<file path="src/rtl/htu_pkg.sv">
package htu_pkg;
    localparam int ADDR_W = 16;
    localparam int DATA_W = 32;

    localparam logic [ADDR_W-1:0] SIP_BASE  = 16'h0000;
    localparam logic [ADDR_W-1:0] CMP_BASE  = 16'h4000;
    localparam logic [ADDR_W-1:0] CNT_LO_OF = 16'hBFF8;
    localparam logic [ADDR_W-1:0] CNT_HI_OF = 16'hBFFC;

    typedef enum logic [2:0] {
        RG_NONE,
        RG_SIP,
        RG_CMP_LO,
        RG_CMP_HI,
        RG_CNT_LO,
        RG_CNT_HI
    } htu_region_e;
endpackage

</file>
<file path="src/rtl/htu_decode.sv">
module htu_decode
    import htu_pkg::*;
#(
    parameter int NUM_HARTS = 2,
    localparam int IDX_W = (NUM_HARTS > 1) ? $clog2(NUM_HARTS) : 1
) (
    input  logic [ADDR_W-1:0] addr,
    output htu_region_e       region,
    output logic [IDX_W-1:0]  hart_idx
);
    localparam logic [ADDR_W-1:0] CMP_END = CMP_BASE + ADDR_W'(8 * NUM_HARTS);
    localparam logic [ADDR_W-1:0] SIP_END = SIP_BASE + ADDR_W'(4 * NUM_HARTS);

    logic [ADDR_W-1:0] word_a;
    logic [ADDR_W-1:0] cmp_off;
    logic              unused_lsb;

    assign word_a     = {addr[ADDR_W-1:2], 2'b00};
    assign cmp_off    = word_a - CMP_BASE;
    assign unused_lsb = ^addr[1:0];

    always_comb begin
        region   = RG_NONE;
        hart_idx = '0;
        if (word_a == CNT_LO_OF) begin
            region = RG_CNT_LO;
        end else if (word_a == CNT_HI_OF) begin
            region = RG_CNT_HI;
        end else if (word_a >= CMP_BASE && word_a < CMP_END) begin
            region   = cmp_off[2] ? RG_CMP_HI : RG_CMP_LO;
            hart_idx = cmp_off[3 +: IDX_W];
        end else if (word_a < SIP_END) begin
            region   = RG_SIP;
            hart_idx = word_a[2 +: IDX_W];
        end
    end
endmodule

</file>
<file path="src/rtl/htu_counter.sv">
module htu_counter
    import htu_pkg::*;
#(
    parameter int CNT_W = 64,
    localparam int HALF_W = CNT_W / 2
) (
    input  logic              clk,
    input  logic              rst_n,
    input  logic              tick_en,
    input  logic              wr_lo,
    input  logic              wr_hi,
    input  logic [HALF_W-1:0] wdata,
    output logic [CNT_W-1:0]  count
);
    typedef struct packed {
        logic [CNT_W-1:0] count;
    } cnt_state_t;

    cnt_state_t state_d, state_q;

    always_comb begin
        state_d = state_q;
        if (wr_lo) begin
            state_d.count[HALF_W-1:0] = wdata;
        end else if (wr_hi) begin
            state_d.count[CNT_W-1:HALF_W] = wdata;
        end else if (tick_en) begin
            state_d.count = state_q.count + CNT_W'(1);
        end
    end

    always_ff @(posedge clk) begin
        if (!rst_n) state_q <= '0;
        else        state_q <= state_d;
    end

    assign count = state_q.count;
endmodule

</file>
<file path="src/rtl/htu_hart_slot.sv">
module htu_hart_slot
    import htu_pkg::*;
#(
    parameter int CNT_W = 64,
    localparam int HALF_W = CNT_W / 2
) (
    input  logic              clk,
    input  logic              rst_n,
    input  logic              wr_cmp_lo,
    input  logic              wr_cmp_hi,
    input  logic              wr_sip,
    input  logic [HALF_W-1:0] wdata,
    input  logic [CNT_W-1:0]  count,
    output logic [CNT_W-1:0]  cmp,
    output logic              sip,
    output logic              timer_irq
);
    typedef struct packed {
        logic [CNT_W-1:0] cmp;
        logic             sip;
    } slot_state_t;

    slot_state_t state_d, state_q;

    always_comb begin
        state_d = state_q;
        if (wr_cmp_lo) state_d.cmp[HALF_W-1:0]     = wdata;
        if (wr_cmp_hi) state_d.cmp[CNT_W-1:HALF_W] = wdata;
        if (wr_sip)    state_d.sip                 = wdata[0];
    end

    always_ff @(posedge clk) begin
        if (!rst_n) begin
            state_q.cmp <= '1;
            state_q.sip <= 1'b0;
        end else begin
            state_q <= state_d;
        end
    end

    assign cmp       = state_q.cmp;
    assign sip       = state_q.sip;
    assign timer_irq = (count >= state_q.cmp);
endmodule

</file>
<file path="src/rtl/hart_timer_unit.sv">
module hart_timer_unit
    import htu_pkg::*;
#(
    parameter int NUM_HARTS = 2,
    localparam int IDX_W = (NUM_HARTS > 1) ? $clog2(NUM_HARTS) : 1,
    localparam int CNT_W = 2 * DATA_W
) (
    input  logic                 clk,
    input  logic                 rst_n,
    input  logic                 tick_en,
    input  logic                 bus_sel,
    input  logic                 bus_we,
    input  logic [ADDR_W-1:0]    bus_addr,
    input  logic [DATA_W-1:0]    bus_wdata,
    output logic [DATA_W-1:0]    bus_rdata,
    output logic                 bus_ack,
    output logic [NUM_HARTS-1:0] timer_irq,
    output logic [NUM_HARTS-1:0] soft_irq
);
    typedef struct packed {
        logic              ack;
        logic [DATA_W-1:0] rdata;
    } resp_state_t;

    resp_state_t       resp_d, resp_q;
    htu_region_e       region;
    logic [IDX_W-1:0]  hart_idx;
    logic              wr_any;
    logic [CNT_W-1:0]  cnt_val;
    logic [CNT_W-1:0]  cmp_val [NUM_HARTS];
    logic [DATA_W-1:0] rd_val;

    assign wr_any = bus_sel && bus_we;

    htu_decode #(.NUM_HARTS(NUM_HARTS)) u_decode (
        .addr     (bus_addr),
        .region   (region),
        .hart_idx (hart_idx)
    );

    htu_counter #(.CNT_W(CNT_W)) u_counter (
        .clk     (clk),
        .rst_n   (rst_n),
        .tick_en (tick_en),
        .wr_lo   (wr_any && region == RG_CNT_LO),
        .wr_hi   (wr_any && region == RG_CNT_HI),
        .wdata   (bus_wdata),
        .count   (cnt_val)
    );

    for (genvar h = 0; h < NUM_HARTS; h++) begin : g_slot
        logic hit;
        assign hit = wr_any && (hart_idx == IDX_W'(h));
        htu_hart_slot #(.CNT_W(CNT_W)) u_slot (
            .clk       (clk),
            .rst_n     (rst_n),
            .wr_cmp_lo (hit && region == RG_CMP_LO),
            .wr_cmp_hi (hit && region == RG_CMP_HI),
            .wr_sip    (hit && region == RG_SIP),
            .wdata     (bus_wdata),
            .count     (cnt_val),
            .cmp       (cmp_val[h]),
            .sip       (soft_irq[h]),
            .timer_irq (timer_irq[h])
        );
    end

    always_comb begin
        rd_val = '0;
        case (region)
            RG_CNT_LO: rd_val = cnt_val[DATA_W-1:0];
            RG_CNT_HI: rd_val = cnt_val[CNT_W-1:DATA_W];
            RG_CMP_LO: rd_val = cmp_val[hart_idx][DATA_W-1:0];
            RG_CMP_HI: rd_val = cmp_val[hart_idx][CNT_W-1:DATA_W];
            RG_SIP:    rd_val = {{(DATA_W-1){1'b0}}, soft_irq[hart_idx]};
            default:   rd_val = '0;
        endcase
    end

    always_comb begin
        resp_d.ack   = bus_sel;
        resp_d.rdata = (bus_sel && !bus_we) ? rd_val : '0;
    end

    always_ff @(posedge clk) begin
        if (!rst_n) resp_q <= '0;
        else        resp_q <= resp_d;
    end

    assign bus_ack   = resp_q.ack;
    assign bus_rdata = resp_q.rdata;
endmodule

</file>
<file path="config.mk">
export PLATFORM = sky130hd
export DESIGN_NAME = hart_timer_unit
export DESIGN_NICKNAME = d
export VERILOG_FILES = /design/src/rtl/htu_pkg.sv /design/src/rtl/htu_decode.sv /design/src/rtl/htu_counter.sv /design/src/rtl/htu_hart_slot.sv /design/src/rtl/hart_timer_unit.sv
export SDC_FILE = /design/constraint.sdc
export NUM_CORES = 1
export LEC_CHECK = 0
export CORE_AREA = 2 2 170 172
export CTS_CLUSTER_SIZE = 16
export DETAILED_ROUTE_END_ITERATION = 16
export DIE_AREA = 0 0 172 174
export PLACE_DENSITY_LB_ADDON = 0.25
export SLEW_MARGIN = 20
export SYNTH_ARGS = -nofsm -noshare
export SYNTH_HDL_FRONTEND = slang
export SYNTH_SLANG_ARGS = --single-unit
</file>
<file path="constraint.sdc">
create_clock -name clk -period 8.8 [get_ports clk]
set_clock_uncertainty 0.2 [all_clocks]
set_input_delay 0.88 -clock clk [delete_from_list [all_inputs] [get_ports clk]]
set_output_delay 0.88 -clock clk [all_outputs]
set_load 0.02 [all_outputs]
</file>
==> results.md <==
* Synth async-reset ratio at 0%
* Worst-path clk slew at 0.06 ns
* Critical path buffers and inverters at 1
* Syn Nets at 1919
* DR pass1 iterations at 5
* Status: complete, no violations
* Worst hold slack at 0.306 ns
* Post-Route Utilization at 55.7%
* DP Worst Slack at 3.96 ns
* Setup crit start kind: flop
* Dpl cell area at 14900 um2
* Syn Area/Cell at 7.95 um2
* Worst path required time at 7.72 ns
* Cell taking the most area after synthesis: dfxtp_1
* Max Cap Viol at 0
* Fraction of layout cells with a size suffix above 1 at 4.39%
* Maximum root-to-sink buffer count at 3
* Unrepaired setup endpoints after global routing: false
* Global-route wire length before repair at 70.4 mm
* WL per Instance at 20.5 um
* GPL Wtd Cong at 0.932
* Starting Density at 48.9%
* Minimum clock period at 5.25 ns
* # rows at 62
* Final Max Slew Viols at 0
* H-tree depth at 1
* CP Class: reg2out
* M2 GR Usage at 45.7%
* Synth area leaders: dfxtp_1 33%, ha_1 12%, nand2_1 7.6%
* Critical path depth in cells at 8
* Min setup slack post-route at 3.55 ns
* Final nets at 1943
* Mapped Area at 13800 um2
* Die height at 174 um
* Synth-to-Final Area Change at 13.9%
* Vias in the first global route at 12718
* Die width at 172 um
* Vias per cell at 6.16
* Top Ports at 90
* Port Buffers at 87
* Min-delay worst type: reg2reg
* Drt first-iter violations at 1250
* Total GRT Usage at 29.5%
* Root Buffer Master: clkbuf_16
* ANT nets after route at 0
* Post-route cell area at 15700 um2
* Worst Reg-to-Reg Cells at 6
* Register area share after synthesis at 32.9%
* Critical-path top delay cell: a221oi_1
* Top post-synthesis cells by count: 278 x nand2_1, 227 x dfxtp_1, 136 x inv_1
* Synth Register Bits at 227
* Cells on Worst Hold Path at 2
* Critical path's top delay family: compound AO/OA/AOI/OAI gates
* Final hold vios at 0
* Setup bufs post-CTS at 0
* Final wirelength at 44.2 mm
* Post-Syn Instances at 1737
* GR Util met3 at 5.97%
* Leakage at 7.42 nW
* GRT overflow at 0
* Most common cell in the synthesized netlist: nand2_1
* Placeable Area at 28200 um2
* CP Capture Type: output pin
* Crit path largest cell delay at 0.77 ns
* Clk_lat worst skew at 0.54 ns
* Yosys cell types at 66
* Arr. time, crit path at 4.17 ns
* Most used cell, CP: a221oi_1
* Met1 global-route usage at 40.4%
* Initial antenna violation count at 1
* Post_cts resized at 0
* Total CTS buffers at 26
* Largest fanout on the critical path at 8
* DRC at 0
* Tcrit/Tclk final at 59.7%
* Primary FF master, synth: dfxtp_1
* Post-synth EDFFs at 0
* PD cells at 137 nW/um2
* Max IR drop VDD at 121 uV
* CTS sink count at 227
* Largest net degree at the start of global routing at 98
* Worst slew margin relative to its limit at 24.3%
* Ys Warns at 0
* Setup TNS at 0 ns
* Area share of the largest cell type after synthesis at 32.9%
* Die ar. at 29900 um2
* Gr busiest metal: met2
* Vias at 13317
* Achievable frequency at 190 MHz
* Final setup vio count at 0
* CTS Hold Bufs at 0
* Dpl hpwl at 30.1 mm
* CTS tree: done
* Worst-path cell chain: ha_1 -> a211oi_1 -> o21ai_0 -> a221oi_1 -> o211ai_1 -> a221oi_1 -> nand4_1 -> clkdlybuf4s50_1
* Slew @ Worst Pin at 1.14 ns
placed cells by master (no fill, tap or decap), drive strengths merged, types with 4 or more instances in the layout:
| cell type | synthesis | routed |
|---|---|---|
| a221oi | 4 | 4 |
| a311oi | 12 | 12 |
| a31o | 5 | 5 |
| inv | 136 | 136 |
| clkbuf | 98 | 40 |
| o22ai | 38 | 38 |
| a211oi | 27 | 27 |
| xor2 | 21 | 21 |
| a21o | 13 | 13 |
| clkdlybuf4s50 | 0 | 85 |
| o21a | 37 | 37 |
| buf | 11 | 20 |
| o31ai | 6 | 6 |
| dfxtp | 227 | 227 |
| nand2b | 7 | 7 |
| nor4 | 15 | 15 |
| xnor2 | 11 | 11 |
| o211ai | 133 | 133 |
| or4 | 9 | 9 |
| nand3 | 50 | 50 |
| and3 | 20 | 20 |
| nor3 | 21 | 21 |
| a31oi | 8 | 8 |
| o21ai | 57 | 57 |
| nor2 | 87 | 87 |
| nand4 | 45 | 45 |
| ha | 129 | 129 |
| or3 | 6 | 6 |
| a21oi | 106 | 106 |
| and4 | 18 | 18 |
| mux2i | 39 | 39 |
| nand2 | 278 | 278 |
| o31a | 10 | 10 |
| and2 | 9 | 9 |
| o2111ai | 5 | 5 |
kinds of logic (layout without fill, tap and decap cells):
family,Yosys count,after routing,share of synthesized area [%]
multiplexers,39,39,2.83
other,0,1,0
flip-flops,227,227,32.9
AO/OA/AOI/OAI,489,489,23.9
adder cells (fa/ha/maj),129,129,11.7
AND/OR/NAND/NOR,575,575,19.8
XOR/XNOR,32,32,2.03
buffers and inverters,246,285,6.82
worst register-to-register path: stages, from the launching register on:
cell and delay, ns:
dfxtp_1 0.54, nand4_2 0.23, or4_1 0.71, or4_1 0.86, nor3_4 0.24, a311oi_1 0.13, a2111oi_2 0.35
power by group:
part	switching, mW	internal (mW)
registers	0.00233	1.03
clock network	0.427	0.611
logic	0.0610	0.0317
registers in the layout, indices dropped and copies added (netlist names):
| signal | cells |
|---|---|
| g_slot.u_slot.cmp | 128 |
| u_counter.count | 64 |
| bus_rdata | 32 |
| g_slot.u_slot.sip | 2 |
| bus_ack | 1 |
per-layer routing:
metal	share of wire, %	up-vias
met1	44	6319
li1	-	6363
met5	0	-
met4	3.8	0
met2	44	521
met3	7.7	114
final cells by class:
class                      count  area, um2
fill                        2642      12500
multi-input combinational   1264       8390
sequential                   227       4540
timing repair buffer         105        998
clock buffer                  40        754
inverter                     137        514
tap                          384        480
clock inverter                 3       40.0
antenna                        1       2.50
per-stage QoR:
| step | total power, mW | std cells |
|---|---|---|
| final | 2.16 | 2161 |
| after global routing | 2.22 | 2160 |
| after CTS | 2.17 | 2160 |
| after detailed placement | 1.14 | 2117 |
| after global placement | 1.14 | 2117 |
| after floorplan | 1.09 | 1737 |
final timing paths:
kind | start | slack (ns) | end
setup / recovery | u_counter.count[17]$_SDFFE_PN0P_ | 3.55 | timer_irq[1]
hold / removal | g_slot[0].u_slot.cmp[0]$_SDFFE_PN1P_ | 0.31 | g_slot[0].u_slot.cmp[0]$_SDFFE_PN1P_
setup reg to reg | u_counter.count[7]$_SDFFE_PN0P_ | 5.44 | u_counter.count[58]$_SDFFE_PN0P_
hold reg to reg | g_slot[0].u_slot.cmp[0]$_SDFFE_PN1P_ | 0.31 | g_slot[0].u_slot.cmp[0]$_SDFFE_PN1P_
Power figures use the tool's default switching activity.
